## src/rtl/rt_xfer_handshake.sv

```systemverilog
`timescale 1ns/1ps
module rt_xfer_handshake #(
  parameter int DW       = 16,
  parameter int WCW      = 5,
  parameter int SLOT_CYC = 16,
  parameter int STB_CYC  = 4,
  parameter int GNT_TMO  = 8
) (
  input  logic           clk,
  input  logic           rst_n,
  input  logic           xfer_start,
  input  logic [WCW-1:0] word_cnt,
  input  logic [DW-1:0]  cmd_word,
  input  logic [DW-1:0]  data_word,
  input  logic           bus_start,
  input  logic           grant_n,
  output logic           req_n,
  output logic           in_cmd,
  output logic           strobe_n,
  output logic           dat_ncmd,
  output logic [WCW:0]   word_idx,
  output logic [DW-1:0]  bus_data,
  output logic           hs_fail_n
);
  localparam int PW     = $clog2(SLOT_CYC);
  localparam int TW     = $clog2(GNT_TMO + 1);
  localparam int STB_LO = (SLOT_CYC - STB_CYC) / 2;
  localparam int STB_HI = STB_LO + STB_CYC;

  typedef enum logic [1:0] {S_IDLE, S_WAIT, S_XFER} st_t;

  st_t           state;
  logic [PW-1:0] phase;
  logic [TW-1:0] tmr;
  logic [WCW:0]  slot, last_q;
  logic [DW-1:0] cmd_q;
  logic          fail_q;

  wire phase_end = (phase == PW'(SLOT_CYC - 1));
  wire tmo_ev    = (state == S_WAIT) && grant_n && (tmr == TW'(GNT_TMO - 1));

  always_ff @(posedge clk or negedge rst_n) begin
    if (!rst_n) begin
      state  <= S_IDLE;
      phase  <= '0;
      tmr    <= '0;
      slot   <= '0;
      last_q <= '0;
      cmd_q  <= '0;
    end else begin
      case (state)
        S_IDLE: if (xfer_start) begin
          state  <= S_WAIT;
          tmr    <= '0;
          slot   <= '0;
          phase  <= '0;
          cmd_q  <= cmd_word;
          last_q <= {(word_cnt == '0), word_cnt};
        end
        S_WAIT: begin
          if (!grant_n) begin
            state <= S_XFER;
            phase <= '0;
            slot  <= '0;
          end else if (tmo_ev) begin
            state <= S_IDLE;
          end else begin
            tmr <= tmr + 1'b1;
          end
        end
        S_XFER: begin
          if (phase_end) begin
            phase <= '0;
            if (slot == last_q) state <= S_IDLE;
            else                slot  <= slot + 1'b1;
          end else begin
            phase <= phase + 1'b1;
          end
        end
        default: state <= S_IDLE;
      endcase
    end
  end

  always_ff @(posedge clk or negedge rst_n) begin
    if (!rst_n)         fail_q <= 1'b0;
    else if (tmo_ev)    fail_q <= 1'b1;
    else if (bus_start) fail_q <= 1'b0;
  end

  assign req_n     = (state == S_IDLE);
  assign in_cmd    = (state != S_IDLE);
  assign strobe_n  = !((state == S_XFER) && (phase >= PW'(STB_LO)) && (phase < PW'(STB_HI)));
  assign dat_ncmd  = (state == S_XFER) && (slot != '0);
  assign word_idx  = slot;
  assign bus_data  = (slot == '0) ? cmd_q : data_word;
  assign hs_fail_n = !fail_q;
endmodule

```

## config.mk

```make
export PLATFORM = sky130hd
export DESIGN_NAME = rt_xfer_handshake
export DESIGN_NICKNAME = d
export VERILOG_FILES = /design/src/rtl/rt_xfer_handshake.sv
export SDC_FILE = /design/constraint.sdc
export NUM_CORES = 1
export LEC_CHECK = 0
export ABC_AREA = 0
export BUFFER_PORTS_ARGS = -buffer_cell sky130_fd_sc_hd__buf_4
export CAP_MARGIN = 20
export CORE_MARGIN = 5
export CORE_UTILIZATION = 54
export DETAILED_ROUTE_END_ITERATION = 8
export HOLD_SLACK_MARGIN = 0.06
export PLACE_DENSITY = 0.85
export SYNTH_ARGS = -nofsm -noshare
export SYNTH_HDL_FRONTEND = slang
export SYNTH_SLANG_ARGS = --single-unit
```

## constraint.sdc

```tcl
create_clock -name clk -period 2.4 [get_ports clk]
set_input_delay 0.12 -clock clk [delete_from_list [all_inputs] [get_ports clk]]
set_output_delay 0.12 -clock clk [all_outputs]
set_load 0.1 [all_outputs]
```

==> metrics.md, run 1 <==
| Metric | Value |
|---|---|
| Most frequent cells in the layout | nand2_1 (75), buf_4 (71), dfrtp_1 (33) |
| Final setup margin | roughly 0.24 ns |
| GRT busiest layer | met2 |
| Worst-Margin Slew | between 0.6 and 0.7 ns |
| Peak supply drop | between 0.3 and 0.4 mV |
| DRT antenna net count | 0 |
| CP Data Arrival Time | ~2.0 ns |
| Final Hold Vio Count | 0 |
| Startpoint types | flip-flop |
| Setup Skew | approximately 0.011 ns |
| Ys Warns | 0 |
| Synthesis-stage register bit count | 39 |
| Diodes inserted | 0 |
| Reg clk slew, reported paths | 0.08 ns |
| Status | complete, no violations |
| Final worst-path cycle share | 0.898 |
| Commonest non-fill, non-tap cell in the layout | nand2_1 |
| P_leak | ~1.5 nW |
| Max Root-Sink Buffers | 2 |
| Hold Path End | fail_q |
| Worst slew margin | 0.595 |
| Net Count, Synth | between 200 and 300 |
| Clk_lat worst skew | about 0.3 ns |
| Htree depth | 2 |
| CTS Buf Count | 5 |
| Die Ht | ~72 um |
| Setup TNS | 0 ns |
| Post-CTS setup buffer count | 0 |
| 1st-pass router iterations | 5 |
| Min-delay src | grant_n |
| All-Layer GR Usage | 0.235 |
| Crit Path Class | reg -> out |
| Crit path time final | roughly 2.2 ns |
| Placed inst area | ~0.0026 mm2 |
| Unrepaired setup endpoints after global routing | false |
| Mean Syn Cell Area | approximately 9.4 um2 |
| Mapped Area | 0.00206 mm2 |
| Initial Util | 0.559 |
| Hold Path Depth | 3 |
| Setup violators final | 0 |
| # port buffers | 68 |
| Share of cells above drive strength 1 | 0.325 |
| Max cap viols | 0 |
| Post-Syn Instances | between 200 and 250 |
| Largest net degree at the start of global routing | 40 |
| Nets@finish | 360 |
| Gpl congestion | 0.855 |
| Reg2Reg Setup Slack | 0.73 ns |
| First-pass GRT wire length | roughly 9.4 mm |
| R2R Path End | word_idx[2] |
| Vias in the first global route | between 2k and 2.5k |
| Final Max Tran Viols | 0 |
| # clock sinks | 39 |
| Worst EP required | roughly 2.3 ns |
| Via-to-Cell Ratio | around 5.3 |
| Register area share after synthesis | 0.473 |
| Critical Path Sink Type | primary output |
| Post-route DRC | 0 |
| Cell variety after synth | 40 |
| Maximum clock rate | between 400 and 500 MHz |
| FF-to-FF Start | state[1] |
| Met2 GRT Util | 0.410 |
| FF/Latch Area | ~980 um2 |
| Synth-to-Final Area Change | 44.2% |
| Chip width | 71.8 um |
| Pwr Density | a little under 500 mW/mm2 |
| Initial antenna violation count | 0 |
| DR WL/cell | approximately 16 um |
| CP Max Fanout | 17 |
| Detail Placement HPWL | around 3.6 mm |
| Hold Crit Class | in -> reg |
| Setup WS pre-CTS | about 0.6 ns |
| Number of I/O pins | 69 |
| Die area | roughly 0.0052 mm2 |
| R2R cell count | 4 |
| GRT met1 Usage | 0.263 |
| Root buffer cell | clkbuf_8 |
| Post-route cell area | 0.00298 mm2 |
| Met3 Resource Use GR | 0.0631 |
| Core Box Area | ~0.0037 mm2 |
| CTS tree | built |
| Grt total ovfl | 0 |
| Via count | around 1.9k |
| Cell Rows | 22 |
| Multi-input logic area | slightly above 0.001 mm2 |
| DRT iter0 DRCs | 144 |
| FILL cells | ~220 |
| Final wirelength | about 5.6 mm |
[metal layers]
layer | routed length, um | up-vias
met4 | 225 | 0
met5 | 0 | -
met2 | 2940 | 78
met3 | 297 | 24
met1 | 2170 | 893
li1 | - | 928
[report_power, final]
group          internal (W)             switching (W)  total, W
Sequential         0.000656  0.0000000000000000000134  0.000656
Combinational     0.0000930                  0.000145  0.000238
Clock              0.000309                  0.000239  0.000548
Total               0.00106                  0.000384   0.00144
[synth_stat cells]
cell type,number,area share
nand2_1,75,0.14
dfrtp_1,39,0.47
mux2_2,11,0.060
o21ai_0,8,0.019
inv_1,6,0.011
nand3_1,6,0.015
xnor2_1,6,0.025
ha_1,5,0.030
mux2_1,5,0.027
nand2b_1,5,0.015
clkbuf_1,4,0.0073
nor2_1,4,0.0073
o221ai_1,4,0.017
o2bb2ai_1,4,0.017
and3_1,3,0.0091
mux2i_1,3,0.015
nand4_1,3,0.0091
and2_1,2,0.0061
and2b_1,2,0.0073
buf_2,2,0.0049
nor3b_1,2,0.0073
o21a_1,2,0.0073
a21o_1,1,0.0036
a21oi_1,1,0.0024
a22oi_4,1,0.010
and2_0,1,0.0030
buf_6,1,0.0055
nand3b_1,1,0.0036
nor2b_1,1,0.0030
nor3_1,1,0.0024
nor4_1,1,0.0030
o211ai_2,1,0.0061
o21ai_1,1,0.0024
o21ai_2,1,0.0042
o21bai_1,1,0.0036
o22ai_1,1,0.0030
o31ai_1,1,0.0036
or3b_4,1,0.0055
or4_1,1,0.0036
xor2_1,1,0.0042
[flip-flops by register name (all words and copies together), names as in the netlist]
register  count
word_idx      6
cmd_q        16
last_q        6
state         2
phase         4
fail_q        1
tmr           4
[stage by stage]
| stage | instances | hold WS [ns] | util | power (W) |
|---|---|---|---|---|
| 2_1_floorplan | 219 | -0.176 | - | 0.000788 |
| 3_3_place_gp | 331 | 0.116 | 0.714 | 0.000873 |
| 3_5_place_dp | 331 | 0.117 | 0.714 | 0.000875 |
| 4_1_cts | 362 | 0.0961 | 0.807 | 0.00145 |
| 5_1_grt | 362 | 0.140 | 0.807 | 0.00150 |
| 6_report | 362 | 0.123 | 0.807 | 0.00144 |
[how the worst max path moves through the flow]
stage | from | endpoint | cells past startpoint | slack [ns]
finish | word_idx[2] | bus_data[7] | 5 | 0.24
detailed placement | word_idx[3] | bus_data[7] | 5 | 0.59
global placement | word_idx[3] | bus_data[10] | 5 | 0.65
CTS | word_idx[3] | bus_data[7] | 5 | 0.26
floorplan | word_idx[0] | dat_ncmd | 6 | 0.009
global route | word_idx[3] | bus_data[7] | 5 | 0.16
[worst max-delay path, stage by stage, from the launching register on]
cell and delay, ns:
dfrtp_2 0.46, nor4_1 0.24, and2_1 0.16, buf_4 0.26, mux2_2 0.38, buf_4 0.24
[kinds of logic after synthesis]
kind of cell / count (synthesis) / synth area share
simple gates: 109 / 0.237
flops: 39 / 0.473
compound gates: 27 / 0.100
mux: 19 / 0.102
buf+inv: 13 / 0.0285
xor+xnor: 7 / 0.0297
fa+ha+maj: 5 / 0.0303
[cell type report]
class,instances,share of cell area
clock inverter,3,0.0147
tap,48,0.0202
timing repair buffer,94,0.257
clock buffer,5,0.0231
multi-input combinational,167,0.347
inverter,6,0.00757
sequential,39,0.331
[what timing repair did]
item,4_1_cts,5_1_grt
setup endpoints to repair,0,0
hold buffers,23,0
hold endpoints to repair,62,0
gates resized for setup,0,0
Power figures use the tool's default switching activity.
==> inputs of run 2 (changes only) <==
Settings changed: CORE_UTILIZATION 54 to 50, PLACE_DENSITY 0.85 to 0.79.
Clock period 2.4 ns to 2.2 ns, I/O delays scaled along.
==> metrics.md, run 2 (synthesized netlist as in run 1, its figures left out) <==
| Metric | Value |
|---|---|
| Post-CTS setup buffer count | 0 (unchanged) |
| Hold Path End | fail_q (unchanged) |
| Setup Skew | 0.0107 ns (was 0.0114 ns) |
| Clk_lat worst skew | 0.29 ns (was 0.30 ns) |
| P_leak | 1.49 nW (was 1.48 nW) |
| FF-to-FF Start | state[1] (unchanged) |
| Finished Layout Cells | 364 (was 362) |
| Post-placement cell count | 333 (was 331) |
| Peak supply drop | 0.364 mV (was 0.381 mV) |
| Setup WS pre-CTS | 0.404 ns (was 0.587 ns) |
| FILL cells | 280 (was 219) |
| Share of cells above drive strength 1 | 0.350 (was 0.325) |
| Total power | 0.00160 W (was 0.00144 W) |
| DR WL/cell | 14.9 um (was 15.5 um) |
| Max incr delay on CP | 0.45 ns (was 0.46 ns) |
| Final wirelength | 5.44 mm (was 5.63 mm) |
| Grt total ovfl | 0 (unchanged) |
| Power share of the combinational group | 0.164 (was 0.165) |
| Crit path cell chain | nor4_2, and2_4, buf_12, mux2_2, buf_4 (was nor4_1, and2_1, buf_4, mux2_2, buf_4) |
| Core Box Area | 0.00400 mm2 (was 0.00369 mm2) |
| Setup TNS | 0 ns (unchanged) |
| CP Data Arrival Time | 2.03 ns (was 2.04 ns) |
| Hold Path Depth | 3 (unchanged) |
| Min-delay src | grant_n (unchanged) |
| Reg2Reg Setup Slack | 0.55 ns (was 0.73 ns) |
| CTS Buf Count | 5 (unchanged) |
| Largest Register | cmd_q (unchanged) |
| Pwr Density | 530 mW/mm2 (was 485 mW/mm2) |
| Final worst-path cycle share | 0.972 |
| # port buffers | 68 (unchanged) |
| Startpoint types | flip-flop (unchanged) |
| FF/Latch Area | 983 um2 (unchanged) |
| Status | complete, no violations (unchanged) |
| Maximum clock rate | around 470 MHz |
| Post-route DRC | 0 (unchanged) |
| First-pass GRT wire length | 8.92 mm (was 9.44 mm) |
| Initial Util | 0.516 (was 0.559) |
| Chip width | 74.2 um (was 71.8 um) |
| Via-to-Cell Ratio | 5.22 (was 5.31) |
| CTS tree | built (unchanged) |
| Worst path top cell family by delay | simple AND/OR/NAND/NOR gates (was buffers and inverters) |
| Hold Crit Class | in -> reg (unchanged) |
| Commonest non-fill, non-tap cell in the layout | nand2_1 (unchanged) |
| Placed inst area | 0.00265 mm2 (was 0.00263 mm2) |
| Most frequent cells in the layout | nand2_1 (75), buf_4 (70), dfrtp_1 (33) (was nand2_1 (75), buf_4 (71), dfrtp_1 (33)) |
| CP Max Fanout | 16 (was 17) |
| Number of I/O pins | 69 (unchanged) |
| Largest net degree at the start of global routing | 40 (unchanged) |
| Setup violators final | 0 (unchanged) |
| Nets@finish | 360 (unchanged) |
| Initial antenna violation count | 0 (unchanged) |
| Max cap viols | 0 (unchanged) |
| R2R Path End | word_idx[3] (was word_idx[2]) |
| Vias in the first global route | 1950 (was 2081) |
| R2R cell count | 4 (unchanged) |
| Die Ht | 74.2 um (was 71.8 um) |
| Post-route cell area | 0.00301 mm2 (was 0.00298 mm2) |
| Crit path time final | approximately 2.1 ns |
| Cell Rows | 23 (was 22) |
| Sw Pwr | 0.000410 W (was 0.000384 W) |
| Diodes inserted | 0 (unchanged) |
| Synth-to-Final Area Change | 45.8% (was 44.2%) |
| DRT iter0 DRCs | 186 (was 144) |
| Switching share of power | 0.257 (was 0.266) |
| CP Buf/Inv Count | 2 (unchanged) |
| Htree depth | 2 (unchanged) |
| Reg clk slew, reported paths | 0.07 ns (was 0.08 ns) |
| All-Layer GR Usage | 0.211 (was 0.235) |
| Detail Placement HPWL | 3.56 mm (was 3.60 mm) |
| Worst path slowest cell | dfrtp_2 (unchanged) |
| # clock sinks | 39 (unchanged) |
| Die area | 0.00551 mm2 (was 0.00516 mm2) |
| Max Root-Sink Buffers | 2 (unchanged) |
| Worst-Margin Slew | 0.505 ns (was 0.606 ns) |
| Final Hold Vio Count | 0 (unchanged) |
| Clock share of power | 0.387 (was 0.380) |
| Worst EP required | 2.09 ns (was 2.28 ns) |
| Multi-input logic area | 0.00105 mm2 (was 0.00103 mm2) |
| Pint | 0.00119 W (was 0.00106 W) |
| DRT antenna net count | 0 (unchanged) |
| 1st-pass router iterations | 4 (was 5) |
| Final Max Tran Viols | 0 (unchanged) |
| Root buffer cell | clkbuf_8 (unchanged) |
| Share of power burned in registers | 0.449 (was 0.455) |
| Via count | 1899 (was 1923) |
| Worst slew margin | 0.663 (was 0.595) |
| Critical Path Sink Type | primary output (unchanged) |
| Max FFs per register | 16 (unchanged) |
| Final setup margin | 0.0616 ns (was 0.244 ns) |
| Gpl congestion | 0.837 (was 0.855) |
| Crit Path Class | reg -> out (unchanged) |
-- run 2: repair_timing --
item / in CTS / in global routing
setup endpoints to repair: 0 / 16
endpoints found under the hold margin: 62 / 0
resized for setup: 0 / 2
hold buffers: 23 / 0
-- run 2: worst max-delay path by stage --
stage	start	endpoint	slack, ns	cells past startpoint
floorplan	word_idx[0]	dat_ncmd	-0.18	6
global placement	word_idx[2]	bus_data[4]	0.45	5
detailed placement	word_idx[3]	bus_data[2]	0.40	5
CTS	word_idx[2]	bus_data[2]	0.09	5
global route	word_idx[3]	bus_data[1]	-0.03	5
finish	word_idx[3]	bus_data[1]	0.06	5
-- run 2: power by group through the flow --
stage	combinational [W]	sequential (W)	clock, W
after floorplan	0.000131	0.000731	0
after global placement	0.000223	0.000730	0
after detailed placement	0.000225	0.000730	0
after CTS	0.000259	0.000716	0.000626
after global routing	0.000274	0.000716	0.000657
final	0.000262	0.000716	0.000617
-- run 2: layout make-up --
class / instances / share of cell area
timing repair buffer: 94 / 0.258
clock inverter: 2 / 0.0116
tap: 50 / 0.0208
inverter: 6 / 0.00749
sequential: 39 / 0.327
clock buffer: 6 / 0.0275
multi-input combinational: 167 / 0.348
-- run 2: worst min-delay path, cell delays in order --
cell and delay (ns):
buf_4 0.12, nand2_1 0.05, o22ai_1 0.05
-- run 2: layer usage --
metal / global-route usage / vias up / part of all wire
li1: - / 927 / -
met1: 0.262 / 906 / 0.41
met2: 0.359 / 57 / 0.52
met3: 0.0473 / 9 / 0.051
met4: 0.0810 / 0 / 0.016
met5: 0 / - / 0
-- run 2: metrics by stage --
| step | hold slack, ns | util |
|---|---|---|
| 2_1_floorplan | -0.186 | - |
| 3_3_place_gp | 0.112 | 0.663 |
| 5_1_grt | 0.0936 | 0.752 |
| 6_report | 0.0843 | 0.752 |
| 4_1_cts | 0.0807 | 0.750 |
| 3_5_place_dp | 0.111 | 0.663 |
==> inputs of run 3 (changes only) <==
Settings changed: BUFFER_PORTS_ARGS -buffer_cell sky130_fd_sc_hd__buf_4 to default, CORE_UTILIZATION 50 to 62, CTS_CLUSTER_SIZE from default to 30, DONT_BUFFER_PORTS from default to 1, PLACE_DENSITY 0.79 to 0.78.
==> metrics.md, run 3 (synthesized netlist as in run 1, its figures left out) <==
| Metric | Value |
|---|---|
| Post-route DRC | 0 (unchanged) |
| Power share of the combinational group | 0.172 (was 0.164) |
| FILL cells | 122 (was 280) |
| Largest net degree at the start of global routing | 40 (unchanged) |
| Reg clk slew, reported paths | 0.12 ns (was 0.07 ns) |
| Synth-to-Final Area Change | 43.8% (was 45.8%) |
| Setup Skew | 0.00524 ns (was 0.0107 ns) |
| All-Layer GR Usage | 0.305 (was 0.211) |
| DR WL/cell | 21.0 um (was 14.9 um) |
| Final Hold Vio Count | 0 (unchanged) |
| Largest Register | cmd_q (unchanged) |
| Startpoint types | flip-flop (unchanged) |
| Crit Path Class | reg -> out (unchanged) |
| Setup TNS | 0 ns (unchanged) |
| Most frequent cells in the layout | nand2_1 (74), dfrtp_1 (33), dlygate4sd3_1 (26) (was nand2_1 (75), buf_4 (70), dfrtp_1 (33)) |
| Via-to-Cell Ratio | 6.28 (was 5.22) |
| Htree depth | 2 (unchanged) |
| # clock sinks | 39 (unchanged) |
| CTS Buf Count | 5 (unchanged) |
| DRT iter0 DRCs | 317 (was 186) |
| Initial antenna violation count | 0 (unchanged) |
| Peak supply drop | 0.567 mV (was 0.364 mV) |
| Status | complete, no violations (unchanged) |
| Grt total ovfl | 0 (unchanged) |
| Worst EP required | 2.09 ns (about the same) |
| Initial Util | 0.628 (was 0.516) |
| CP Data Arrival Time | 2.02 ns (was 2.03 ns) |
| 1st-pass router iterations | 7 (was 4) |
| Clk_lat worst skew | 0.38 ns (was 0.29 ns) |
| Post-route cell area | 0.00297 mm2 (was 0.00301 mm2) |
| Number of I/O pins | 69 (unchanged) |
| Maximum clock rate | 469 MHz (was 468 MHz) |
| Worst-Margin Slew | 0.488 ns (was 0.505 ns) |
| Diodes inserted | 0 (unchanged) |
| # port buffers | 0 (was 68) |
| Nets@finish | 327 (was 360) |
| Cell Rows | 21 (was 23) |
| Sw Pwr | 0.000421 W (was 0.000410 W) |
| Placed inst area | 0.00253 mm2 (was 0.00265 mm2) |
| Setup violators final | 0 (unchanged) |
| Final wirelength | 6.88 mm (was 5.44 mm) |
| CTS tree | built (unchanged) |
| Worst slew margin | 0.673 (was 0.663) |
| Max FFs per register | 16 (unchanged) |
| FF/Latch Area | 983 um2 (unchanged) |
| Chip width | 67.7 um (was 74.2 um) |
| Die Ht | 67.7 um (was 74.2 um) |
| FF-to-FF Start | state[1] (unchanged) |
| Root buffer cell | clkbuf_4 (was clkbuf_8) |
| Setup WS pre-CTS | 0.346 ns (was 0.404 ns) |
| Final worst-path cycle share | 0.970 (was 0.972) |
| P_leak | 1.41 nW (was 1.49 nW) |
| Gpl congestion | 0.868 (was 0.837) |
| Multi-input logic area | 0.00106 mm2 (was 0.00105 mm2) |
| First-pass GRT wire length | 10.0 mm (was 8.92 mm) |
| Final Max Tran Viols | 0 (unchanged) |
| Pint | 0.00109 W (was 0.00119 W) |
| Max Root-Sink Buffers | 2 (unchanged) |
| Hold Crit Class | in -> async (was in -> reg) |
| Vias in the first global route | 2033 (was 1950) |
| Core Box Area | 0.00328 mm2 (was 0.00400 mm2) |
| Share of cells above drive strength 1 | 0.267 (was 0.350) |
| Detail Placement HPWL | 3.58 mm (was 3.56 mm) |
| Switching share of power | 0.279 (was 0.257) |
| Clock share of power | 0.353 (was 0.387) |
| Die area | 0.00458 mm2 (was 0.00551 mm2) |
| Share of power burned in registers | 0.475 (was 0.449) |
| CP Max Fanout | 17 (was 16) |
| Crit path time final | 2.13 ns (was 2.14 ns) |
| Critical Path Sink Type | primary output (unchanged) |
| Commonest non-fill, non-tap cell in the layout | nand2_1 (unchanged) |
| Max cap viols | 0 (unchanged) |
| Pwr Density | 508 mW/mm2 (was 530 mW/mm2) |
| Via count | 2052 (was 1899) |
| Worst Setup SP | word_idx[3] (unchanged) |
| Final setup margin | 0.0670 ns (was 0.0616 ns) |
| DRT antenna net count | 0 (unchanged) |
run 3: changes by cell type in the layout (fill, tap and decap cells not counted), sizes merged:
cell | before | now
buf | 71 | 35
dlygate4sd3 | 23 | 26
run 3: final timing paths:
| check | to | slack (ns) | cells past startpoint |
|---|---|---|---|
| max | bus_data[8] | 0.07 | 5 |
| max in group asynchronous | word_idx[3] | 1.79 | 2 |
| min in group clk | tmr[2] | 0.23 | 3 |
| min reg2reg | cmd_q[9] | 0.52 | 2 |
| max reg2reg | last_q[5] | 0.20 | 4 |
| min | phase[0] | 0.21 | 2 |
run 3: metal layers:
metal	global-route usage	wire length (um)	share of wire
met2	0.498	3430	0.50
met5	0	0	0
met3	0.0948	636	0.092
met1	0.344	2490	0.36
met4	0.195	323	0.047
run 3: cell type report:
class	instances	area share
Clock buffer	6	0.0173
Multi-Input combinational cell	167	0.356
Timing Repair Buffer	61	0.256
Sequential cell	39	0.331
Clock inverter	2	0.0118
Tap cell	46	0.0194
Inverter	6	0.00759
run 3: critical path: stages, from the launching register on:
cell and delay [ns]:
dfrtp_2 0.46, nor4_4 0.27, and2_4 0.20, buf_12 0.16
mux2_2 0.38, buf_12 0.17
run 3: power by group through the flow:
stage	logic (W)	clock network (W)	registers [W]
6_report	0.000260	0.000532	0.000717
2_1_floorplan	0.000131	0	0.000731
3_5_place_dp	0.000203	0	0.000731
4_1_cts	0.000257	0.000519	0.000716
5_1_grt	0.000268	0.000561	0.000717
3_3_place_gp	0.000202	0	0.000731
run 3: per-stage QoR:
stage               hold slack, ns  utilization  instances  total power, W
global placement            -0.184        0.771        287        0.000933
CTS                          0.200        0.886        322         0.00149
floorplan                   -0.186            -        219        0.000861
finish                       0.206        0.904        327         0.00151
detailed placement          -0.185        0.771        287        0.000934
global route                 0.226        0.904        327         0.00155
run 3: timing repair:
item	CTS	global route
hold buffers	27	0
buffers inserted	0	5
endpoints found under the setup margin	16	17
pin swaps	0	1
gates resized for setup	3	4
endpoints found under the hold margin	66	0
